===== src/rtl/prioIrqPkg.sv =====
package prioIrqPkg;

  // Read port selector codes
  typedef enum logic [1:0] {
    RD_MASK    = 2'd0,
    RD_POSTED  = 2'd1,
    RD_PENDING = 2'd2,
    RD_NONE    = 2'd3
  } rdSel_e;

  // Strobes from control to datapath
  typedef struct packed {
    logic maskLoad;
    logic swClear;
    logic clearAll;
    logic swSet;
    logic take;
  } irqStrobes_t;

endpackage


===== src/rtl/prioIrqControl.sv =====
module prioIrqControl
  import prioIrqPkg::*;
#(
  parameter int NUM_SRC  = 11,
  parameter int VEC_STEP = 4,
  parameter int VEC_W    = 16
) (
  input  logic               maskWrEn,
  input  logic               clrWrEn,
  input  logic               clrAll,
  input  logic               setWrEn,
  input  logic               ack,
  input  logic               globalEn,
  input  logic [NUM_SRC-1:0] pendingVec,
  output irqStrobes_t        strobes,
  output logic [NUM_SRC-1:0] takeSel,
  output logic               irqReq,
  output logic [VEC_W-1:0]   irqVec
);

  localparam int IDX_W = (NUM_SRC > 1) ? $clog2(NUM_SRC) : 1;

  logic             anyPend;
  logic [IDX_W-1:0] winIdx;

  // Fixed priority: lowest index wins
  always_comb begin
    anyPend = 1'b0;
    winIdx  = '0;
    for (int i = 0; i < NUM_SRC; i++) begin
      if (!anyPend && pendingVec[i]) begin
        anyPend = 1'b1;
        winIdx  = IDX_W'(i);
      end
    end
  end

  assign irqReq  = globalEn && anyPend;
  assign irqVec  = irqReq ? (VEC_W'(winIdx) * VEC_W'(VEC_STEP)) : '0;
  assign takeSel = irqReq ? (NUM_SRC'(1) << winIdx) : '0;

  always_comb begin
    strobes.maskLoad = maskWrEn;
    strobes.swClear  = clrWrEn;
    strobes.clearAll = clrAll;
    strobes.swSet    = setWrEn;
    strobes.take     = ack && irqReq;
  end

endmodule


===== src/rtl/prioIrqDatapath.sv =====
module prioIrqDatapath
  import prioIrqPkg::*;
#(
  parameter int NUM_SRC = 11
) (
  input  logic               clk,
  input  logic               rstN,
  input  irqStrobes_t        strobes,
  input  logic [NUM_SRC-1:0] srcEvt,
  input  logic [NUM_SRC-1:0] maskWrData,
  input  logic [NUM_SRC-1:0] clrWrData,
  input  logic [NUM_SRC-1:0] setWrData,
  input  logic [NUM_SRC-1:0] takeSel,
  input  logic [1:0]         rdSel,
  output logic [NUM_SRC-1:0] postedVec,
  output logic [NUM_SRC-1:0] maskVec,
  output logic [NUM_SRC-1:0] pendingVec,
  output logic [NUM_SRC-1:0] rdData
);

  logic [NUM_SRC-1:0] postedQ;
  logic [NUM_SRC-1:0] postedNext;
  logic [NUM_SRC-1:0] maskQ;
  logic [NUM_SRC-1:0] clrBits;
  logic [NUM_SRC-1:0] setBits;

  always_comb begin
    clrBits = '0;
    if (strobes.swClear)  clrBits = clrBits | clrWrData;
    if (strobes.clearAll) clrBits = '1;
    if (strobes.take)     clrBits = clrBits | takeSel;
    setBits = srcEvt | (strobes.swSet ? setWrData : '0);
    // Set and events win over every clear source
    postedNext = (postedQ & ~clrBits) | setBits;
  end

  for (genvar g = 0; g < NUM_SRC; g++) begin : gPosted
    always_ff @(posedge clk) begin
      if (!rstN) postedQ[g] <= 1'b0;
      else       postedQ[g] <= postedNext[g];
    end
  end

  always_ff @(posedge clk) begin
    if (!rstN)                 maskQ <= '0;
    else if (strobes.maskLoad) maskQ <= maskWrData;
  end

  assign postedVec  = postedQ;
  assign maskVec    = maskQ;
  assign pendingVec = postedQ & maskQ;

  always_comb begin
    case (rdSel_e'(rdSel))
      RD_MASK:    rdData = maskQ;
      RD_POSTED:  rdData = postedQ;
      RD_PENDING: rdData = pendingVec;
      default:    rdData = '0;
    endcase
  end

endmodule


===== src/rtl/prioIrqCtrl.sv =====
module prioIrqCtrl
  import prioIrqPkg::*;
#(
  parameter int NUM_SRC  = 11,
  parameter int VEC_STEP = 4,
  parameter int VEC_W    = 16
) (
  input  logic               clk,
  input  logic               rstN,
  input  logic [NUM_SRC-1:0] srcEvt,
  input  logic               globalEn,
  input  logic               maskWrEn,
  input  logic [NUM_SRC-1:0] maskWrData,
  input  logic               clrWrEn,
  input  logic [NUM_SRC-1:0] clrWrData,
  input  logic               clrAll,
  input  logic               setWrEn,
  input  logic [NUM_SRC-1:0] setWrData,
  input  logic               ack,
  input  logic [1:0]         rdSel,
  output logic               irqReq,
  output logic [VEC_W-1:0]   irqVec,
  output logic [NUM_SRC-1:0] rdData
);

  irqStrobes_t        strobes;
  logic [NUM_SRC-1:0] takeSel;
  logic [NUM_SRC-1:0] postedVec;
  logic [NUM_SRC-1:0] maskVec;
  logic [NUM_SRC-1:0] pendingVec;

  prioIrqControl #(
    .NUM_SRC (NUM_SRC),
    .VEC_STEP(VEC_STEP),
    .VEC_W   (VEC_W)
  ) ctrl_i (
    .maskWrEn  (maskWrEn),
    .clrWrEn   (clrWrEn),
    .clrAll    (clrAll),
    .setWrEn   (setWrEn),
    .ack       (ack),
    .globalEn  (globalEn),
    .pendingVec(pendingVec),
    .strobes   (strobes),
    .takeSel   (takeSel),
    .irqReq    (irqReq),
    .irqVec    (irqVec)
  );

  prioIrqDatapath #(
    .NUM_SRC(NUM_SRC)
  ) dp_i (
    .clk       (clk),
    .rstN      (rstN),
    .strobes   (strobes),
    .srcEvt    (srcEvt),
    .maskWrData(maskWrData),
    .clrWrData (clrWrData),
    .setWrData (setWrData),
    .takeSel   (takeSel),
    .rdSel     (rdSel),
    .postedVec (postedVec),
    .maskVec   (maskVec),
    .pendingVec(pendingVec),
    .rdData    (rdData)
  );

endmodule


===== config.mk =====
export PLATFORM = sky130hd
export DESIGN_NAME = prioIrqCtrl
export DESIGN_NICKNAME = d
export VERILOG_FILES = /design/src/rtl/prioIrqPkg.sv /design/src/rtl/prioIrqControl.sv /design/src/rtl/prioIrqDatapath.sv /design/src/rtl/prioIrqCtrl.sv
export SDC_FILE = /design/constraint.sdc
export NUM_CORES = 1
export LEC_CHECK = 0
export ABC_AREA = 0
export BUFFER_PORTS_ARGS = -buffer_cell sky130_fd_sc_hd__buf_4
export CORE_UTILIZATION = 47
export DETAILED_ROUTE_END_ITERATION = 8
export PLACE_DENSITY = 0.81
export REMOVE_ABC_BUFFERS = 1
export SLEW_MARGIN = 40
export SYNTH_ARGS = -nofsm -noshare
export SYNTH_HDL_FRONTEND = slang
export SYNTH_HIERARCHICAL = 1
export SYNTH_SLANG_ARGS = --single-unit
export TNS_END_PERCENT = 50

===== constraint.sdc =====
create_clock -name clk -period 3.1 [get_ports clk]
set_input_delay 0.465 -clock clk [delete_from_list [all_inputs] [get_ports clk]]
set_output_delay 0.465 -clock clk [all_outputs]
set_load 0.01 [all_outputs]

# Word level (Yosys, flattened, before mapping)
# Index checks and enable logic that the tools add are counted.
op_classes:
  n_eq_ne: 2
  shifts: 1
  mux: 28
  n_bitwise: 6
  n_reduce_logical: 23
ops:
  columns: ["op", "count"]
  rows:
  - ["$mux 11", 5]
  - ["$or 11x11->11", 3]
  - ["$pmux 11 s3", 1]
  - ["$and 11x11->11", 2]
  - ["$logic_and 1x1->1", 12]
  - ["$mux 1", 12]
  - ["$mux 3", 4]
  - ["$mux 4", 3]
  - ["$not 11->11", 1]
  - ["$shl 1x4->11 const A", 1]
  - ["$logic_not 1->1", 10]
  - ["$mux 6", 1]
  - ["$mux 2", 2]
  - ["$eq 2x1->1 const B", 1]
  - ["$eq 2x2->1 const B", 1]
  - ["$logic_not 2->1", 1]
totals:
  reg_bits: 22
  out_inout_bits: 28
  wordCells: 72

# Logic depth before layout (Yosys ltp)
logic_depth:
  depth_word: 39
  depth_mapped: 9
  ltp_nobuf: 8

# By module
# The synthesis kept the hierarchy.
by_module_without_submodules:
  columns: ["mod", "instances", "cells_per_inst", "area_per_inst_um2", "seq_area_each_um2"]
  rows:
  - ["prioIrqDatapath", 1, 146, 1315.0, 440.4]
  - ["prioIrqControl", 1, 60, 395.4, 0.0]

# Worst setup path after synthesis
# OpenSTA, ideal clock, no wires.
synth_path:
  path_kind: "register to register"
  start: "register dp_i.postedQ[0] (netlist: dp_i/postedVec[0])"
  end: "register dp_i.postedQ[4] (netlist: dp_i/postedVec[4])"
  t_arrival_ns: 2.146
  required_time_ns: 3.040
  slack_ns: 0.893
  path_stages_with_launch: 10
  n_path_buf: 1
  period_less_slack_ns: 2.207
  cell_sequence: "dfxtp_1 > and2_1 > or4_4 > or2_4 > o21ai_2 > inv_1 > and2_1 > buf_2 > nand2_1 > a32o_1"
synth_rtl:
  columns: ["element", "line", "text"]
  rows:
  - ["from (decl)", "prioIrqDatapath.sv:21", "logic [NUM_SRC-1:0] postedQ;"]
  - ["from (signal, indexed assignment)", "prioIrqDatapath.sv:40", "else postedQ[g] <= postedNext[g];"]

# Worst setup path after layout
layout_path:
  start: "register dp_i.postedQ[0] (netlist: dp_i/postedVec[0])"
  end: "output port irqVec[2]"
layout_between:
  elab_chain_len: 34
layout_lines:
  columns: ["element", "line", "text"]
  rows:
  - ["$and 11x11->11 (*)", "prioIrqDatapath.sv:51", "assign pendingVec = postedQ & maskQ;"]
  - ["via pendingVec[0]", "prioIrqCtrl.sv:30", "logic [NUM_SRC-1:0] pendingVec;"]
  - ["$mux 1 (*)", "prioIrqControl.sv:31", "if (!anyPend && pendingVec[i]) begin"]
  - ["$logic_not 1->1", "prioIrqControl.sv:31", null]
  - ["$logic_and 1x1->1", "prioIrqControl.sv:31", null]
  - ["$mux 1", "prioIrqControl.sv:31", null]
  - ["$logic_not 1->1", "prioIrqControl.sv:31", null]
  - ["$logic_and 1x1->1", "prioIrqControl.sv:31", null]
  - ["[... 19 more ...]", null, null]
  - ["$logic_not 1->1", "prioIrqControl.sv:31", null]
  - ["$logic_and 1x1->1", "prioIrqControl.sv:31", null]
  - ["$mux 1", "prioIrqControl.sv:31", null]
  - ["$logic_not 1->1", "prioIrqControl.sv:31", null]
  - ["$logic_and 1x1->1", "prioIrqControl.sv:31", null]
  - ["$mux 1", "prioIrqControl.sv:31", null]
  - ["$logic_and 1x1->1", "prioIrqControl.sv:38", "assign irqReq = globalEn && anyPend;"]
  - ["$mux 6 (*)", "prioIrqControl.sv:39", "assign irqVec = irqReq ? (VEC_W'(winIdx) * VEC_W'(VEC_STEP)) : '0;"]
  - ["to (decl)", "prioIrqCtrl.sv:22", "output logic [VEC_W-1:0] irqVec,"]
# The timed path passes the listed nets; every way through them passes the cells marked *.

==> results.sh <==
export IMPL_status="complete, no violations"
export IMPL_postSynthAreaPerCell_sq_um=8.30
export IMPL_hold_viol=0
export IMPL_leakagePower_nw=1.04
export IMPL_synth_seq_area_share_pct=25.7
export IMPL_grt_setup_unrepaired="no"
export IMPL_startpoint_type="flop"
export IMPL_grt_first_pass_wirelength_mm=6.93
export IMPL_synthAdderAreaFrac_pct=0
export IMPL_root_buffer="clkbuf_4"
export IMPL_synth_async_reset_ratio_pct=0
export IMPL_grt_start_max_net_pins=24
export IMPL_synthCells=206
export IMPL_synthXorXnorAreaFrac_pct=0
export IMPL_antenna_found_initial=0
export IMPL_clockBufferDepth=2
export IMPL_cts_hold_buf=0
export IMPL_synth_top_family_by_area="simple AND/OR/NAND/NOR gates"
export IMPL_htree_levels=1
export IMPL_numPortBuffers=69
export IMPL_drtAntennaViolNets=0
export IMPL_drc=0
export IMPL_cp_max_fo=6
export IMPL_grt_remaining_overflow=0
export IMPL_pin_count=82
export IMPL_wl_per_cell_um=13.6
export IMPL_die_h_um=62.3
export IMPL_syn_area_sq_um=1710
export IMPL_cts_made_buffers=3
export IMPL_synth_edf_count=0
export IMPL_routed_wl_met3_um=192
export IMPL_top_layer_used="met4"
export IMPL_route_met2_wl_mm=2.09
export IMPL_tns_ns=0
export IMPL_dp_hpwl_mm=3.25
export IMPL_die_area_sq_um=3880
export IMPL_rows=21
export IMPL_crit_type="reg2out"
export IMPL_viasPerCell=5.31
export IMPL_critPathArrivalTime_ns=2.22
export IMPL_fillers=348
export IMPL_synth_simple_area_share_pct=28.0
export IMPL_clk_insertion_delay_late_ns=0.32
export IMPL_drt_pass1_iter_count=4
export IMPL_fin_skew_ns=0.00432
export IMPL_power_density_nw_per_um2=332
export IMPL_fin_area_sq_um=2180
export IMPL_cts_setup_buffers=0
export IMPL_initial_utilization_pct=50.1
export IMPL_vdd_drop_max_uv=316
export IMPL_finalCriticalPeriod_ns=2.69
export IMPL_critPathSlowestCell="or4_4"
export IMPL_crit_buf_inv=1
export IMPL_synth_seq_cells=22
export IMPL_drt_wl_total_mm=4.19
export IMPL_core_sq_um=3420
export IMPL_grt_util_all_layers_pct=22.0
export IMPL_cap_viol_max_count=0
export IMPL_cts_sinks=22
export IMPL_fin_nets=318
export IMPL_synthFlopType="dfxtp_1"
export IMPL_synth_yosys_warnings=6
export IMPL_crit_path_end_kind="output port"
export IMPL_num_vias=1640
export IMPL_area_delta_synth_final_pct=27.3
export IMPL_n_antenna_cell=0
export IMPL_cpPeakStageDelay_ns=0.55
export IMPL_tritoncts="yes"
export IMPL_drv_slew=0
export IMPL_post_cts_resized=0
export IMPL_grt_pass1_vias=1601
export IMPL_hold_path_class="in2reg"
export IMPL_die_x_um=62.3
export IMPL_worstPathRequired_ns=2.63
export IMPL_synth_distinct_cells=33
export IMPL_regArea_sq_um=440
export IMPL_clkTransAtPathRegs_ns=0.12
export IMPL_drive_above_1_share_pct=30.4
export IMPL_setup_viol=0
export IMPL_synth_compound_area_share_pct=27.2
export IMPL_placed_area_sq_um=2140
export IMPL_synth_mux_area_share_pct=6.44
export IMPL_cp_top_family="simple AND/OR/NAND/NOR gates"
export IMPL_multi_input_area_sq_um=1100
export IMPL_fmax_mhz=372
export IMPL_gp_congestion=0.863
export IMPL_drt_initial_drc_count=52
export IMPL_finalCritPeriodShare_pct=86.7
export IMPL_drt_met1_wl_mm=1.87
export IMPL_cp_cell_sequence="and2_1, or4_4, or2_4, o221a_4, nor2_1, buf_4"
==> cell families (layout without fill, tap and decap cells) <==
| logic type | after synthesis | count (layout) |
|---|---|---|
| AO/OA/AOI/OAI | 52 | 52 |
| buffers and inverters | 33 | 79 |
| flip-flops | 22 | 22 |
| multiplexers | 11 | 11 |
| other | 1 | 12 |
| AND/OR/NAND/NOR | 87 | 87 |
==> Yosys cell counts, types with 2 or more instances <==
cell	instances	area share, %
a32o_1	23	13
dfxtp_1	22	26
buf_4	19	8.3
nor2_1	18	3.9
and2_1	13	4.8
nand2_1	12	2.6
nand2b_1	12	4.4
a21o_1	11	4.8
mux2i_1	11	6.4
nor3_1	10	2.9
a21boi_1	7	3.1
buf_2	7	2.0
nor2b_1	7	2.6
and2b_1	6	2.6
inv_1	6	1.3
a21boi_0	4	1.8
nand3_1	2	0.59
==> state kept, by name, indices dropped and copies added (netlist names) <==
| signal | cells |
|---|---|
| dp_i/maskVec | 11 |
| dp_i/postedVec | 11 |
==> worst paths after layout <==
path	cells after the start	slack (ns)	from	endpoint
setup / recovery	6	0.41	dp_i/postedVec[0]	irqVec[2]
hold reg to reg	2	0.53	dp_i/maskVec[10]	dp_i/maskVec[10]
hold / removal	3	0.37	maskWrData[9]	dp_i/maskVec[9]
setup reg to reg	7	0.74	dp_i/postedVec[0]	dp_i/postedVec[5]
==> power by group <==
group	leakage [nW]	switching, W	internal, W
sequential	0.183	0.0000176	0.000304
combinational	0.838	0.000111	0.000128
clock	0.0210	0.0000899	0.0000719
==> placed cells by master, fill, tap and decap left out, drive strengths merged, types with 2 or more instances in the layout <==
cell,count
or4,2
inv,6
clkbuf,4
nor3,10
mux2i,11
nor2b,7
a21boi,11
buf,69
nand2b,12
a32o,23
o21ai,2
nand3,2
and2b,6
and2,13
conb,12
dfxtp,22
a21o,11
nor2,18
nand2,12
==> metal layers <==
metal	up-vias	track usage, %
li1	831	-
met4	0	5.81
met3	4	4.60
met1	757	26.0
met2	48	40.0
met5	-	0
==> final cells by class <==
class / instances / area share (%)
multi-input cells: 162 / 50.6
repair buffers: 69 / 23.8
flip-flops and latches: 22 / 20.2
well taps: 46 / 2.64
clock buffers: 4 / 1.67
inverters: 6 / 1.03
==> tightest hold or removal path, cell delays in order <==
cell and delay [ns]:
buf_4 0.07, mux2i_1 0.05, nor2_1 0.07
==> per-stage QoR <==
step	util (%)	cells	hold WS (ns)	setup slack [ns]	total power [W]
after CTS	63.7	309	0.364	0.412	0.000726
after global placement	62.6	305	0.497	0.807	0.000561
final	63.7	309	0.368	0.412	0.000722
after global routing	63.7	309	0.375	0.335	0.000761
after floorplan	-	190	0.475	0.910	0.000453
after detailed placement	62.6	305	0.509	0.779	0.000565
Note: power is estimated with default switching activity, not from simulation.
